[config.mk]
export PLATFORM = sky130hd
export DESIGN_NAME = trig_path_ctrl
export DESIGN_NICKNAME = d
export VERILOG_FILES = /design/src/rtl/trig_path_ctrl.sv
export SDC_FILE = /design/constraint.sdc
export NUM_CORES = 1
export LEC_CHECK = 0
export BUFFER_PORTS_ARGS = -buffer_cell sky130_fd_sc_hd__buf_4
export CAP_MARGIN = 20
export CORE_MARGIN = 4
export CORE_UTILIZATION = 25
export CTS_CLUSTER_SIZE = 30
export DETAILED_ROUTE_END_ITERATION = 16
export PLACE_DENSITY = 0.46
export SETUP_SLACK_MARGIN = 0.05
export SLEW_MARGIN = 20
export SYNTH_ARGS = -nofsm -noshare
export SYNTH_HDL_FRONTEND = slang
export SYNTH_SLANG_ARGS = --single-unit
[constraint.sdc]
create_clock -name clk -period 1.7 [get_ports clk]
set_clock_uncertainty 0.2 [all_clocks]
set_input_delay 0.085 -clock clk [delete_from_list [all_inputs] [get_ports clk]]
set_output_delay 0.085 -clock clk [all_outputs]
set_load 0.005 [all_outputs]
[src/rtl/trig_path_ctrl.sv]
module trig_path_ctrl #(
  parameter int          ADDR_W    = 5,
  parameter logic [ADDR_W-1:0] SW_ADDR   = 5'h00,
  parameter logic [ADDR_W-1:0] CTRL_ADDR = 5'h1C,
  parameter logic [ADDR_W-1:0] STAT_ADDR = 5'h1A,
  parameter int          TRIG_IDX  = 0,
  parameter logic [7:0]  CTRL_RST  = 8'h80
) (
  input  logic              clk,
  input  logic              rst_n,
  input  logic              wr_en,
  input  logic [ADDR_W-1:0] wr_addr,
  input  logic [7:0]        wr_data,
  input  logic [ADDR_W-1:0] rd_addr,
  output logic [7:0]        rd_data,
  output logic [3:0]        port_en,
  output logic              gnd_short
);

  localparam int MASK_BIT = 3 + TRIG_IDX;

  logic [7:0] act_q, shd_q;
  logic [1:0] pm_q;
  logic [2:0] msk_q;

  wire wr_sw   = wr_en && (wr_addr == SW_ADDR);
  wire wr_ctl  = wr_en && (wr_addr == CTRL_ADDR);
  wire wr_rst  = wr_en && (wr_addr == STAT_ADDR) && wr_data[7];
  wire masked  = msk_q[TRIG_IDX];
  wire fire    = wr_ctl && wr_data[TRIG_IDX];
  wire run     = (pm_q == 2'b00);

  always_ff @(posedge clk or negedge rst_n) begin
    if (!rst_n) begin
      act_q <= '0;
      shd_q <= '0;
      pm_q  <= CTRL_RST[7:6];
      msk_q <= CTRL_RST[5:3];
    end else if (wr_rst) begin
      act_q <= '0;
      shd_q <= '0;
      pm_q  <= CTRL_RST[7:6];
      msk_q <= CTRL_RST[5:3];
    end else begin
      if (wr_sw) shd_q <= wr_data;
      if (wr_sw && masked) act_q <= wr_data;
      else if (fire)       act_q <= shd_q;
      if (wr_ctl) begin
        pm_q  <= wr_data[7:6];
        msk_q <= wr_data[5:3];
      end
    end
  end

  assign gnd_short = run && act_q[6];
  assign port_en   = (run && !act_q[6]) ? act_q[3:0] : 4'b0000;

  always_comb begin
    if (rd_addr == SW_ADDR)        rd_data = act_q;
    else if (rd_addr == CTRL_ADDR) rd_data = {pm_q, msk_q, 3'b000};
    else                           rd_data = 8'h00;
  end

  a_r2_direct_write: assert property (@(posedge clk) disable iff (!rst_n)
    wr_sw && masked |=> act_q == $past(wr_data));

  a_r3_shadow_only: assert property (@(posedge clk) disable iff (!rst_n)
    wr_sw && !masked |=> $stable(port_en) && $stable(gnd_short));

  a_r4_trigger_load: assert property (@(posedge clk) disable iff (!rst_n)
    fire |=> act_q == $past(shd_q));

  a_r5_strobe_zero: assert property (@(posedge clk) disable iff (!rst_n)
    rd_addr == CTRL_ADDR |-> rd_data[2:0] == 3'b000);

  a_r7_short_excl: assert property (@(posedge clk) disable iff (!rst_n)
    gnd_short |-> port_en == 4'b0000);

  a_r8_safe_off: assert property (@(posedge clk) disable iff (!rst_n)
    pm_q != 2'b00 |-> port_en == 4'b0000 && !gnd_short);

  a_r8_keep_value: assert property (@(posedge clk) disable iff (!rst_n)
    wr_ctl && !wr_data[TRIG_IDX] |=> $stable(act_q));

  a_r9_soft_reset: assert property (@(posedge clk) disable iff (!rst_n)
    wr_rst |=> act_q == 8'h00 && shd_q == 8'h00 && pm_q == CTRL_RST[7:6] && msk_q == CTRL_RST[5:3]);

  initial assert (MASK_BIT <= 5) else $error("TRIG_IDX out of range");

endmodule

# == After elaboration in Yosys (flattened, before gate mapping) ==
# Index checks and enable logic that the tools add are counted.
# classes
n_eq_ne,3
mux,12
n_reduce_logical,15
# ops
cell,n
8-bit two-way mux,7
"5-bit equality test, second input constant",3
5-bit zero test,2
1-bit logical AND,8
3-bit two-way mux,2
2-bit two-way mux,2
4-bit two-way mux,1
2-bit nonzero test,2
3-bit nonzero test,1
2-bit zero test,1
1-bit zero test,1
# totals
out_inout_bits,13
inputBits,21
elab_cells,34
reg_bits,21

# == Depth between registers and ports, before layout ==
# logic_depth
depth_word,6
ltp_mapped,6
depth_no_buf,4

# == Least setup slack after synthesis ==
# OpenSTA, ideal clock, no wires.
# synth_timing
kind,in2out
start,input rd_addr[2]
end,output rd_data[3]
arrival_ns,0.990
setup_slack_ns,0.425
required_ns,1.415
stages,3
path_buffers,0
path_cell_list,or4_1 > nor2_2 > a22o_1
# synth_via
elab_chain_len,3
elab_cells_between_ends,4
cone_classes,1 x eq/ne; 2 x mux; 1 x reduce/logical
# synth_rtl
item,line_no,rtl
start: declaration,14,"input logic [ADDR_W-1:0] rd_addr,"
5-bit equality test,60,"else if (rd_addr == CTRL_ADDR) rd_data = {pm_q, msk_q, 3'b000};"
8-bit two-way mux,60,
8-bit two-way mux *,59,if (rd_addr == SW_ADDR) rd_data = act_q;
end: declaration,15,"output logic [7:0] rd_data,"
# Mark *: on every way between the ends. The rest lies on a longest branch, timed or not.

# == Worst setup path in the final report ==
# layout_timing
start,input wr_data[7]
end,register act_q[0]
# layout_via
elab_chain_len,2
elab_cells_between_ends,3
cone_classes,1 x mux; 2 x reduce/logical
# layout_rtl
item,line_no,rtl
start: declaration,13,"input logic [7:0] wr_data,"
1-bit logical AND *,28,wire wr_rst = wr_en && (wr_addr == STAT_ADDR) && wr_data[7];
3-bit nonzero test (no source line) or 8-bit two-way mux (tied branches),n/a,
end signal: assignment,46,if (wr_sw && masked) act_q <= wr_data;
end signal: assignment,47,else if (fire) act_q <= shd_q;
end: declaration,22,"logic [7:0] act_q, shd_q;"
# Marks and branches as above.
# A chain may end at the register's enable or synchronous reset.

==> out/metrics.yaml <==
power:
  power.leakage_uw: 0.000753
  ir_drop_mv: 0.254
  powerDensity_nw_per_um2: 764
clocking:
  h-tree-depth: 1
  worstSkewPairLatency_ns: 0.26
  cts_tree: "done"
  clock-sinks: 21
  cts_buffer_depth: 2
  cts-root-buf: "clkbuf_8"
  clk_pin_slew_ns: 0.08
  numCtsBuffers: 3
logic_synthesis:
  yosysSeqAreaShare_pct: 43.9
  synth_top_area_cell: "dfrtp_1"
  yosys_warnings: 0
  ys_ff_latch: 21
  syn_inst: 116
  syn_area_per_cell_um2: 10.3
  synth_edf_count: 0
  ys_types: 30
  ys.flop_type: "dfrtp_1"
  synth.top_cell.area_share_pct: 41.7
  synth_nets: 137
  async_reset_ff_share_pct: 100
  synth_area_um2: 1200
  synthTopCellsByArea: "dfrtp_1 (42%), mux2i_1 (9.2%), a211oi_2 (7.3%), nand3_1 (4.2%), nor2_1 (4.1%)"
global_route:
  grt_usage_pct: 11.7
  gr-total-overflow: 0
  grt_pass1_wl_um: 5570
  antenna_found_initial: 0
  grt_pass1_vias: 1176
  grt_max_degree: 22
placement:
  place_congestion: 0.731
  placed_cells: 204
  portBuffers: 33
  place_hpwl_um: 2550
  postPlaceCellArea_um2: 1540
cells_and_area:
  areaGrowthSynthToFinish_pct: 43.0
  final_layout_size_suffix_gt1_share_pct: 38.7
  n_fill_cell: 455
  fin_area_um2: 1720
  n_antenna_cell: 0
  layoutNonFillerInstCount: 220
  nets: 190
detailed_routing:
  drt_first_pass_iters: 5
  drt_wl_total_um: 3380
  drc: 0
  vias_per_cell: 4.90
  vias: 1078
  drtIter0Drc: 59
  ant_nets: 0
  post_drt_wl_per_cell_um: 15.4
sta:
  setup_viol: 0
  max_slew_margin_pct: 76.0
  hold_slack_ns: 0.0456
  setup_tns_ns: 0
  post-route-min-period_ns: 1.62
  rsz0062_at_grt: "true"
  fmax_mhz: 618
  hold_viol_final: 0
  slew_viol_final: 0
  tightest_slew_ns: 0.360
  finalCritPeriodShare_pct: 95.1
floorplanning:
  die_area_um2: 5970
  start_util_pct: 26.6
  row_count: 24
  io_pins: 34
  die_x_um: 77.3
  core-area_um2: 4500
  die_h_um: 77.3
worst_setup_path:
  reg2reg_slack_ns: 0.27
  crit_required_ns: 1.66
  critical_path_class: "input port to flop"
  reg2reg_to: "act_q[3]"
  reg2reg_from: "msk_q[0]"
  crit_chain: "dlygate4sd3_1 > buf_4 > nand4b_1 > and4bb_2 > buf_4 > o32ai_1"
  slowest_stage: "dlygate4sd3_1"
  cpMostUsedCell: "buf_4"
  cp-start-kind: "input port"
  rr_worst_depth: 3
  critPathMaxStageDelay_ns: 0.54
  critPathArrivalTime_ns: 1.58
  cp_max_fo: 8
  cp-end-kind: "flop"
min_path:
  hp-class: "input port to async pin"
flow_run:
  timing.max_cap.violations: 0
run_status:
  status: "completed"
Yosys cell counts, types with 2 or more instances:
cell type   n
buf_4       2
nand2_1     8
nor2_1     13
mux2i_1    11
a211oi_2    7
dfrtp_1    20
a21oi_1     9
a22o_1      5
buf_2       3
nand3_1    10
and2_1      7
nor3_1      3
area by class of cell:
class / count / area [um2] / share of cell area (%)
clock buffers: 3 / 41.3 / 2.41
clock inverters: 1 / 5.00 / 0.292
multi-input cells: 88 / 631 / 36.8
repair buffers: 54 / 443 / 25.8
well taps: 52 / 65.1 / 3.79
inverters: 1 / 3.75 / 0.219
flip-flops and latches: 21 / 527 / 30.7
sequential cells by signal (all words and copies together), names as in the netlist:
signal and flops:
msk_q 3, shd_q 8, act_q 8, pm_q 2
through the flow:
| step | total power, uW | setup slack, ns | utilization, % |
|---|---|---|---|
| detailed placement | 961 | 0.132 | 34.2 |
| CTS | 1310 | 0.0761 | 37.4 |
| global route | 1390 | 0.0385 | 38.1 |
| global placement | 951 | 0.176 | 34.2 |
| floorplan | 806 | 0.425 | - |
| finish | 1310 | 0.0826 | 38.1 |
metal layers:
metal | GRT usage [%] | wire length (um) | vias up
met3 | 2.58 | 187 | 2
met5 | 0 | 0 | -
met2 | 21.0 | 1770 | 30
li1 | - | - | 525
met4 | 3.20 | 22 | 0
met1 | 14.0 | 1400 | 521
repair_timing:
item                                    4_1_cts  5_1_grt
buffers inserted                              0        2
endpoints found under the hold margin        42        0
hold buffers                                 10        0
gates resized for setup                       0        1
endpoints found under the setup margin        0        7
critical path, delay by kind of cell:
kind                   cells  cell delay (ns)
AO/OA/AOI/OAI              1             0.27
buffers and inverters      3             0.86
AND/OR/NAND/NOR            2             0.36
cells by family (layout without fill, tap and decap cells):
family | Yosys count | in the layout | share of synthesized area [%]
compound gates | 23 | 23 | 15.8
buf+inv | 7 | 59 | 3.75
flops | 21 | 21 | 43.9
mux | 12 | 12 | 10.4
simple gates | 53 | 53 | 26.1
worst max-delay path by stage:
stage                 end       start
2_1_floorplan  rd_data[3]  rd_addr[2]
6_report         act_q[0]  wr_data[7]
5_1_grt          act_q[0]  wr_data[7]
3_3_place_gp   rd_data[4]  rd_addr[2]
3_5_place_dp     act_q[4]  wr_addr[0]
4_1_cts        port_en[0]     pm_q[1]
cells in the final DEF, fill, tap and decap left out:
cell	Yosys	routed
and4bb_2	1	1
clkbuf_8	0	3
and2_4	0	1
nor3b_2	1	1
inv_1	1	1
dlygate4sd3_1	0	10
and4_1	1	1
nand3_2	1	1
nand3_1	10	10
nand2_2	1	1
nor2_2	1	1
a211oi_2	7	7
nor3b_1	1	1
nand4b_1	1	1
mux2_4	1	1
clkinv_2	0	1
buf_4	2	43
a22o_1	5	5
nor2_1	13	13
o21ai_1	1	1
dfrtp_1	20	20
or4_1	1	1
nor3_1	3	3
dfstp_2	1	1
mux2i_1	11	11
nor2_4	1	1
buf_12	0	1
nand2b_1	1	1
nand2_1	8	8
o32ai_1	1	1
a21oi_1	9	9
nand4bb_4	1	1
and2_1	7	6
report_power, final:
group	switching [uW]	internal [uW]
combinational	132	184
clock	172	163
sequential	65.0	594
total	369	941
No activity file was read; power rests on OpenSTA's default activity.
